## src/rtl/phase_switch_ctrl.sv

```systemverilog
module phase_switch_ctrl #(
  parameter int CNT_W       = 6,
  parameter int TIME_W      = 6,
  parameter int ALPHA_W     = 3,
  parameter int BETA_W      = 8,
  parameter int STALL_TICKS = 5
) (
  input  logic               clk,
  input  logic               rst_n,
  input  logic               tick,
  input  logic [1:0]         car_in,
  input  logic [1:0]         car_out,
  input  logic               fav_arm,
  input  logic               left_phase,
  input  logic [TIME_W-1:0]  min_go,
  input  logic [TIME_W-1:0]  max_go,
  input  logic [TIME_W-1:0]  min_turn,
  input  logic [TIME_W-1:0]  max_turn,
  input  logic [ALPHA_W-1:0] wt_a,
  input  logic [ALPHA_W-1:0] wt_b,
  input  logic [BETA_W-1:0]  bias,
  output logic               switch_req,
  output logic [CNT_W-1:0]   queue_a,
  output logic [CNT_W-1:0]   queue_b
);

  localparam logic [CNT_W-1:0]  CNT_MAX = {CNT_W{1'b1}};
  localparam logic [TIME_W-1:0] T_MAX   = {TIME_W{1'b1}};
  localparam int ST_W   = $clog2(STALL_TICKS + 1);
  localparam logic [ST_W-1:0] ST_LIM = ST_W'(STALL_TICKS);
  localparam int PROD_W = CNT_W + ALPHA_W + 2;
  localparam int F_W    = (PROD_W > BETA_W ? PROD_W : BETA_W) + 1;

  logic [1:0][CNT_W-1:0] q, q_nxt;
  logic [1:0]            chg;
  logic [TIME_W-1:0]     t_cnt;
  logic [ST_W-1:0]       stall;

  always_comb begin
    for (int i = 0; i < 2; i++) begin
      q_nxt[i] = q[i];
      if (car_in[i] && !car_out[i] && q[i] != CNT_MAX) q_nxt[i] = q[i] + 1'b1;
      if (car_out[i] && !car_in[i] && q[i] != '0)      q_nxt[i] = q[i] - 1'b1;
      chg[i] = (q_nxt[i] != q[i]);
    end
  end

  logic [CNT_W-1:0]   n_fav, n_oth;
  logic [ALPHA_W-1:0] wt_fav;
  logic [F_W-1:0]     pos_term, neg_term;

  assign n_fav    = q[fav_arm];
  assign n_oth    = q[~fav_arm];
  assign wt_fav   = fav_arm ? wt_b : wt_a;
  assign pos_term = F_W'(n_fav) * F_W'({1'b1, wt_fav}) + F_W'(bias);
  assign neg_term = F_W'(n_oth) << ALPHA_W;

  logic [TIME_W-1:0] lo_lim, hi_lim;
  logic in_window, at_max, stalled, end_green, decide, fire;

  assign lo_lim    = left_phase ? min_turn : min_go;
  assign hi_lim    = left_phase ? max_turn : max_go;
  assign in_window = t_cnt >= lo_lim;
  assign at_max    = t_cnt >= hi_lim;
  assign stalled   = stall >= ST_LIM;
  assign end_green = (n_fav == '0) || (pos_term <= neg_term) || stalled;
  assign decide    = in_window && (at_max || (left_phase ? stalled : end_green));
  assign fire      = tick && decide;

  always_ff @(posedge clk) begin
    if (!rst_n) begin
      q          <= '0;
      t_cnt      <= '0;
      stall      <= '0;
      switch_req <= 1'b0;
    end else begin
      q          <= q_nxt;
      switch_req <= fire;
      if (fire)                       t_cnt <= '0;
      else if (tick && t_cnt != T_MAX) t_cnt <= t_cnt + 1'b1;
      if (fire || chg[fav_arm])        stall <= '0;
      else if (tick && stall != ST_LIM) stall <= stall + 1'b1;
    end
  end

  assign queue_a = q[0];
  assign queue_b = q[1];

  assert_cnt_top_R2: assert property (@(posedge clk) disable iff (!rst_n)
    (car_in[0] && !car_out[0] && queue_a == CNT_MAX) |=> (queue_a == CNT_MAX));

  assert_cnt_floor_R2: assert property (@(posedge clk) disable iff (!rst_n)
    (car_out[1] && !car_in[1] && queue_b == '0) |=> (queue_b == '0));

  assert_no_early_switch_R3: assert property (@(posedge clk) disable iff (!rst_n)
    switch_req |-> ($past(t_cnt) >= $past(lo_lim)));

  assert_forced_at_max_R4: assert property (@(posedge clk) disable iff (!rst_n)
    (tick && t_cnt >= lo_lim && t_cnt >= hi_lim) |=> switch_req);

  assert_left_holds_R8: assert property (@(posedge clk) disable iff (!rst_n)
    (tick && left_phase && t_cnt < max_turn && stall < ST_LIM) |=> !switch_req);

  assert_restart_after_switch_R9: assert property (@(posedge clk) disable iff (!rst_n)
    switch_req |-> (t_cnt == '0 && stall == '0));

  assert_req_needs_tick_R10: assert property (@(posedge clk) disable iff (!rst_n)
    switch_req |-> $past(tick));

endmodule

```

## config.mk

```make
export PLATFORM = sky130hd
export DESIGN_NAME = phase_switch_ctrl
export DESIGN_NICKNAME = d
export VERILOG_FILES = /design/src/rtl/phase_switch_ctrl.sv
export SDC_FILE = /design/constraint.sdc
export NUM_CORES = 1
export LEC_CHECK = 0
export BUFFER_PORTS_ARGS = -buffer_cell sky130_fd_sc_hd__buf_2
export CORE_MARGIN = 5
export CORE_UTILIZATION = 46
export CTS_BUF_LIST = sky130_fd_sc_hd__clkbuf_4 sky130_fd_sc_hd__clkbuf_8
export DETAILED_ROUTE_END_ITERATION = 12
export MAX_ROUTING_LAYER = met4
export PLACE_DENSITY = 0.69
export RECOVER_POWER = 25
export SKIP_LAST_GASP = 1
export SYNTH_ARGS = -nofsm -noshare
export SYNTH_HDL_FRONTEND = slang
export SYNTH_SLANG_ARGS = --single-unit
```

## constraint.sdc

```tcl
create_clock -name clk -period 6 [get_ports clk]
set_input_delay 0.3 -clock clk [delete_from_list [all_inputs] [get_ports clk]]
set_output_delay 0.3 -clock clk [all_outputs]
set_load 0.03 [all_outputs]
```

==> results.cfg, run 1 <==
[status]
outcome = complete, no violations

[worst_setup_path]
cp.required_ps = 6190
arrival_time_of_the_worst_setup_path_ps = 5500
criticalPathCategory = reg -> reg
setup.reg_to_reg.worst_slack_ps = 690
path_max_fanout = 11
worst_setup_sp_type = flip-flop
timing.critical_path.to_type = flip-flop

[timing]
timing.setup.tns_ps = 0
timing.final.crit_share_pct = 88.50
tightest_slew_ps = 936.7
timing_limited_maximum_frequency_mhz = 188.3
final-max-slew-violation-count = 0
timing.clock.skew_ps = 5.211
final_period_minus_worst_setup_slack_ps = 5310
timing.final.setup_violations = 0
slew-limit-headroom_pct = 36.90
rsz_0062_raised_after_global_routing = no
timing.final.hold_violations = 0

[synth]
synth.net_count = 460
syn-instance-count = 352
synth_area_per_cell_um2 = 8.474
number_of_storage_elements_in_the_synthesis_netlist = 22
synth_largest_type_area_fraction_pct = 19.30
yosysUniqueCellTypes = 50
ys.warnings.count = 0
synth-async-reset-ratio_pct = 0
cell_accounting_for_the_most_synthesized_area = sky130_fd_sc_hd__ha_1
yosys-top-cells-count = sky130_fd_sc_hd__inv_1 (47), sky130_fd_sc_hd__ha_1 (46), sky130_fd_sc_hd__nand2_1 (31), sky130_fd_sc_hd__mux2i_1 (23)
synth_top_cells_by_area = sky130_fd_sc_hd__ha_1 (19%), sky130_fd_sc_hd__dfxtp_1 (15%), sky130_fd_sc_hd__fa_1 (10%)
top_ff_cell_synth = sky130_fd_sc_hd__dfxtp_1
edff_count_synth = 0
ys_seq_area_share_pct = 14.77
most_common_cell_in_the_synthesized_netlist = sky130_fd_sc_hd__inv_1
syn-cell-area_um2 = 2983

[die]
fp.dieH_um = 90.53
ioPinCount = 60
coreArea_um2 = 6314
die_width_um = 90.53
floorplan.die_area_um2 = 8195
initial_core_util_pct = 47.25
rows = 29

[layout]
diodes = 0
final_layout_size_suffix_gt1_share_pct = 18.49
final_net_count = 520
layoutNonFillerInstCount = 488
fillCellCount = 629
syn2layout_area_growth_pct = 14.76

[global_route]
grt_pass1_wl_mm = 11.29
globalRouteTotalUtil_pct = 16.35
maximum_number_of_pins_on_one_net_before_global_route_repair = 21
gr-total-overflow = 0
antenna_found_initial = 0
first_global_vias = 2565

[cts]
root_buffer = sky130_fd_sc_hd__clkbuf_8
post_cts_hold_buffer_count = 0
clock_path_buffers = 2
tritoncts = done
cts.sinks = 22
clk-insertion-delay-late_ps = 270
cts_made_buffers = 3
h_tree_levels = 1
postCtsSetupBuffers = 0
clk_transition_reported_paths_ps = 80
cts_repair_resize_count = 0

[power]
power_leakage_nw = 1.734
pwr_density_cell_nw_per_um2 = 277.2
vdd_drop_max_uv = 201.0

[detailed_routing]
post_route_ant_nets = 0
detailedRoute.firstIterationViolations = 81
via_count = 2642
average_wire_per_standard_cell_um = 13.16
drt_pre_antenna_iters = 4
drt_drc_violations_left = 0
routed_wl_mm = 6.420
viasPerCell = 5.414

[place]
place.gp.congestion = 0.8772
post-place-cells = 484
dpl.hpwl_mm = 5.433
buffer_ports.inserted = 59

[run]
max_cap_viols = 0

[hold_path]
holdCritPathClass = in -> reg
==> where the power goes <==
part	switching (mW)	internal, mW
sequential	0.0348	0.164
clock	0.0502	0.0892
combinational	0.345	0.265
total	0.430	0.519
==> per-stage QoR <==
step	cell area [µm²]	setup WS (ps)	hold WS (ps)	total power, mW	util (%)
final	3423	689.9	305.5	0.9489	54.22
after global routing	3423	278.7	302.9	1.057	54.22
after CTS	3433	674.8	297.0	0.9603	54.38
after detailed placement	3362	391.2	576.1	0.8174	53.25
after global placement	3362	551.2	568.0	0.8077	53.25
after floorplan	2983	576.6	431.2	0.6800	-
==> final timing paths <==
path | from | to | depth (start not counted)
setup / recovery | queue_b[2]$_SDFF_PN0_ | switch_req$_SDFF_PN0_ | 20
hold / removal | rst_n | queue_a[1]$_SDFF_PN0_ | 2
setup reg to reg | queue_b[2]$_SDFF_PN0_ | switch_req$_SDFF_PN0_ | 20
hold reg to reg | stall[2]$_SDFFE_PP0P_ | stall[2]$_SDFFE_PP0P_ | 2
==> cells by family after synthesis <==
kind of cell / share of synthesized area, %
compound gates: 14.77
flops: 14.77
simple gates: 17.70
mux: 11.91
fa+ha+maj: 29.36
xor+xnor: 4.404
buf+inv: 7.089
==> registers in the layout, indices dropped and copies added, names as in the netlist <==
name and flops:
queue_a 6, queue_b 6, t_cnt 6, stall 3, switch_req 1
==> cells in the final DEF (no fill, tap or decap), types with 5 or more instances in the layout <==
cell                       instances
sky130_fd_sc_hd__buf_2            51
sky130_fd_sc_hd__inv_1            47
sky130_fd_sc_hd__ha_1             46
sky130_fd_sc_hd__nand2_1          31
sky130_fd_sc_hd__mux2i_1          23
sky130_fd_sc_hd__nor2_1           22
sky130_fd_sc_hd__dfxtp_1          22
sky130_fd_sc_hd__a21oi_1          19
sky130_fd_sc_hd__fa_1             15
sky130_fd_sc_hd__xnor2_1          12
sky130_fd_sc_hd__nand3_1           9
sky130_fd_sc_hd__a21o_1            8
sky130_fd_sc_hd__nand4_1           8
sky130_fd_sc_hd__clkbuf_1          8
sky130_fd_sc_hd__nor3_1            7
sky130_fd_sc_hd__mux2_2            6
sky130_fd_sc_hd__o21ai_0           6
sky130_fd_sc_hd__nor4_1            5
==> area by class of cell <==
cell class / instances / area [µm²] / share of cell area, %
multi-input cells: 276 / 2331 / 68.09
well taps: 77 / 96.34 / 2.814
clock inverters: 1 / 30.03 / 0.8772
clock buffers: 3 / 41.29 / 1.206
repair buffers: 62 / 307.8 / 8.991
inverters: 47 / 176.4 / 5.154
flip-flops and latches: 22 / 440.4 / 12.87
==> critical path, cell delays in order, from the launching register on <==
cell and delay, ps:
sky130_fd_sc_hd__dfxtp_1 550, sky130_fd_sc_hd__mux2_4 280, sky130_fd_sc_hd__nand2_1 80, sky130_fd_sc_hd__fa_1 500, sky130_fd_sc_hd__inv_1 50, sky130_fd_sc_hd__fa_1 550
sky130_fd_sc_hd__fa_1 420, sky130_fd_sc_hd__ha_1 370, sky130_fd_sc_hd__a21o_1 200, sky130_fd_sc_hd__a21oi_1 170, sky130_fd_sc_hd__nand2_1 100, sky130_fd_sc_hd__a21o_1 180
sky130_fd_sc_hd__a21oi_1 160, sky130_fd_sc_hd__xnor2_1 90, sky130_fd_sc_hd__ha_1 300, sky130_fd_sc_hd__nand4_1 120, sky130_fd_sc_hd__or3_1 370, sky130_fd_sc_hd__o31ai_1 80
sky130_fd_sc_hd__nand3_1 180, sky130_fd_sc_hd__a211o_1 250, sky130_fd_sc_hd__a311oi_1 220
==> layer usage <==
metal,track usage [%],share of wire [%],vias up
li1,-,-,1341
met1,20.90,46,1230
met2,26.88,48,61
met3,2.917,4.6,10
met4,3.722,1.6,0
met5,-,0,-
No activity file was read; power rests on OpenSTA's default activity.
==> inputs of run 2 (changes only) <==
- REMOVE_ABC_BUFFERS: not set -> 1
==> results.cfg, run 2 (synthesized netlist as in run 1, its figures left out) <==
[global_route]
first_global_vias = 2483
antenna_found_initial = 0
grt_pass1_wl_mm = 10.96
maximum_number_of_pins_on_one_net_before_global_route_repair = 21
globalRouteTotalUtil_pct = 15.89
gr-total-overflow = 0

[cts]
clock_path_buffers = 2
post_cts_hold_buffer_count = 0
postCtsSetupBuffers = 0
clk_transition_reported_paths_ps = 80
clk-insertion-delay-late_ps = 260
h_tree_levels = 1
cts_repair_resize_count = 0
root_buffer = sky130_fd_sc_hd__clkbuf_8
cts.sinks = 22
tritoncts = done
cts_made_buffers = 3

[power]
p_int_mw = 0.4892
power.clock.fraction_pct = 11.3
power.switching_fraction_pct = 46.73
combinationalPowerShare_pct = 67.3
sequentialPowerShare_pct = 21.5
power_leakage_nw = 1.727
vdd_drop_max_uv = 159.7
net-switching-power_mw = 0.4291
pwr_density_cell_nw_per_um2 = 269.5

[detailed_routing]
average_wire_per_standard_cell_um = 13.16
met2WireLength_mm = 3.075
routed_length_on_met3_um = 340
routed_wl_mm = 6.423
drt_drc_violations_left = 0
drt_pre_antenna_iters = 4
viasPerCell = 5.318
post_route_ant_nets = 0
detailedRoute.firstIterationViolations = 101
routed_met1_length_mm = 2.956
via_count = 2595
maxUsedRoutingLayer = met4

[status]
outcome = complete, no violations

[timing]
rsz_0062_raised_after_global_routing = no
final_period_minus_worst_setup_slack_ps = 5344
timing.clock.skew_ps = 3.272
slew-limit-headroom_pct = 37.47
timing.final.crit_share_pct = 89.06
timing.final.hold_violations = 0
hold_ws_ps = 303.4
final-max-slew-violation-count = 0
tightest_slew_ps = 928.2
timing.final.setup_violations = 0
timing_limited_maximum_frequency_mhz = 187.1
timing.final.ws_setup_ps = 656.5
timing.setup.tns_ps = 0

[worst_setup_path]
setup.reg_to_reg.worst_slack_ps = 660
criticalPathCategory = reg -> reg
path_max_fanout = 9
critical_path.cell_chain = mux2_2 -> nand2_1 -> fa_1 -> inv_1 -> fa_1 -> fa_1 -> ha_1 -> a21o_1 -> a21oi_1 -> nand2_1 -> a21o_1 -> a21oi_1 -> xnor2_1 -> ha_1 -> nand4_1 -> or3_1 -> o31ai_1 -> nand3_1 -> a211o_1 -> a311oi_1
path_common_cell = sky130_fd_sc_hd__fa_1
timing.critical_path.to_type = flip-flop
critical_path.slowest_cell = sky130_fd_sc_hd__fa_1
critical_path_max_stage_delay_ps = 560
worst_setup_sp_type = flip-flop
worstReg2RegStart = queue_b[3]$_SDFF_PN0_
cp.required_ps = 6170
arrival_time_of_the_worst_setup_path_ps = 5520
worstRegToRegCells = 20
r2r-end = switch_req$_SDFF_PN0_

[die]
floorplan.die_area_um2 = 8195
die_width_um = 90.53
ioPinCount = 60
fp.dieH_um = 90.53
rows = 29
initial_core_util_pct = 47.25
coreArea_um2 = 6314

[layout]
mostFrequentLayoutCells = sky130_fd_sc_hd__buf_2 (51), sky130_fd_sc_hd__inv_1 (47), sky130_fd_sc_hd__ha_1 (46)
final_layout_size_suffix_gt1_share_pct = 18.49
syn2layout_area_growth_pct = 14.22
diodes = 0
final_net_count = 520
fillCellCount = 629
commonest_non_fill_non_tap_cell_in_the_layout = sky130_fd_sc_hd__buf_2

[run]
max_cap_viols = 0

[place]
buffer_ports.inserted = 59
place.gp.congestion = 0.8152
dpl.hpwl_mm = 5.441
dp_slack_ps = 387.7

[hold_path]
holdCritPathClass = in -> reg
hold-path-cell-count = 2
timing.hold.worst.start = rst_n
holdPathEnd = queue_a[1]$_SDFF_PN0_
==> run 2: cell count changes in the layout (fill, tap and decap cells not counted), sizes merged <==
| cell | change |
|---|---|
| bufinv | -1 |
| clkbuf | +1 |
==> run 2: final cells by class <==
class                   instances  area [µm²]  area share [%]
repair buffers                 62       307.8           9.034
inverters                      47       176.4           5.178
flip-flops and latches         22       440.4           12.93
clock buffers                   4       55.05           1.616
well taps                      77       96.34           2.828
multi-input cells             276        2331           68.42
==> run 2: worst max-delay path, delay by kind of cell, from the launching register on <==
family                   cells  cell delay [ps]
AO/OA/AOI/OAI                7             1290
XOR/XNOR                     1               80
adder cells (fa/ha/maj)      5             2130
buffers and inverters        1               50
flip-flops                   1              510
multiplexers                 1              320
AND/OR/NAND/NOR              5              880
==> run 2: worst max-delay path by stage <==
stage                                startpoint                     to  slack [ps]  cells after the start
final                     queue_b[3]$_SDFF_PN0_  switch_req$_SDFF_PN0_         660                     20
after detailed placement                fav_arm  switch_req$_SDFF_PN0_         390                     19
after CTS                               fav_arm  switch_req$_SDFF_PN0_         640                     19
after floorplan           queue_a[1]$_SDFF_PN0_  switch_req$_SDFF_PN0_         720                     20
after global routing      queue_b[3]$_SDFF_PN0_  switch_req$_SDFF_PN0_         330                     20
after global placement                  fav_arm  switch_req$_SDFF_PN0_         510                     19
==> run 2: per-stage QoR <==
stage	cells	area (µm²)	total power, mW	utilization (%)
finish	488	3407	0.9183	53.96
global route	488	3407	1.022	53.96
CTS	488	3417	0.9286	54.12
detailed placement	484	3362	0.8230	53.25
global placement	484	3362	0.8077	53.25
floorplan	345	2948	0.6734	-
==> run 2: layer usage <==
| layer | track usage (%) | up-vias |
|---|---|---|
| li1 | - | 1342 |
| met1 | 20.64 | 1186 |
| met2 | 25.97 | 63 |
| met3 | 3.417 | 4 |
| met4 | 2.233 | 0 |
| met5 | - | - |
==> run 2: power by group through the flow <==
stage / Sequential, mW / Combinational, mW / Clock, mW
after floorplan: 0.225 / 0.448 / 0
after global placement: 0.201 / 0.607 / 0
after detailed placement: 0.200 / 0.623 / 0
after CTS: 0.197 / 0.626 / 0.106
after global routing: 0.202 / 0.707 / 0.113
final: 0.197 / 0.618 / 0.103
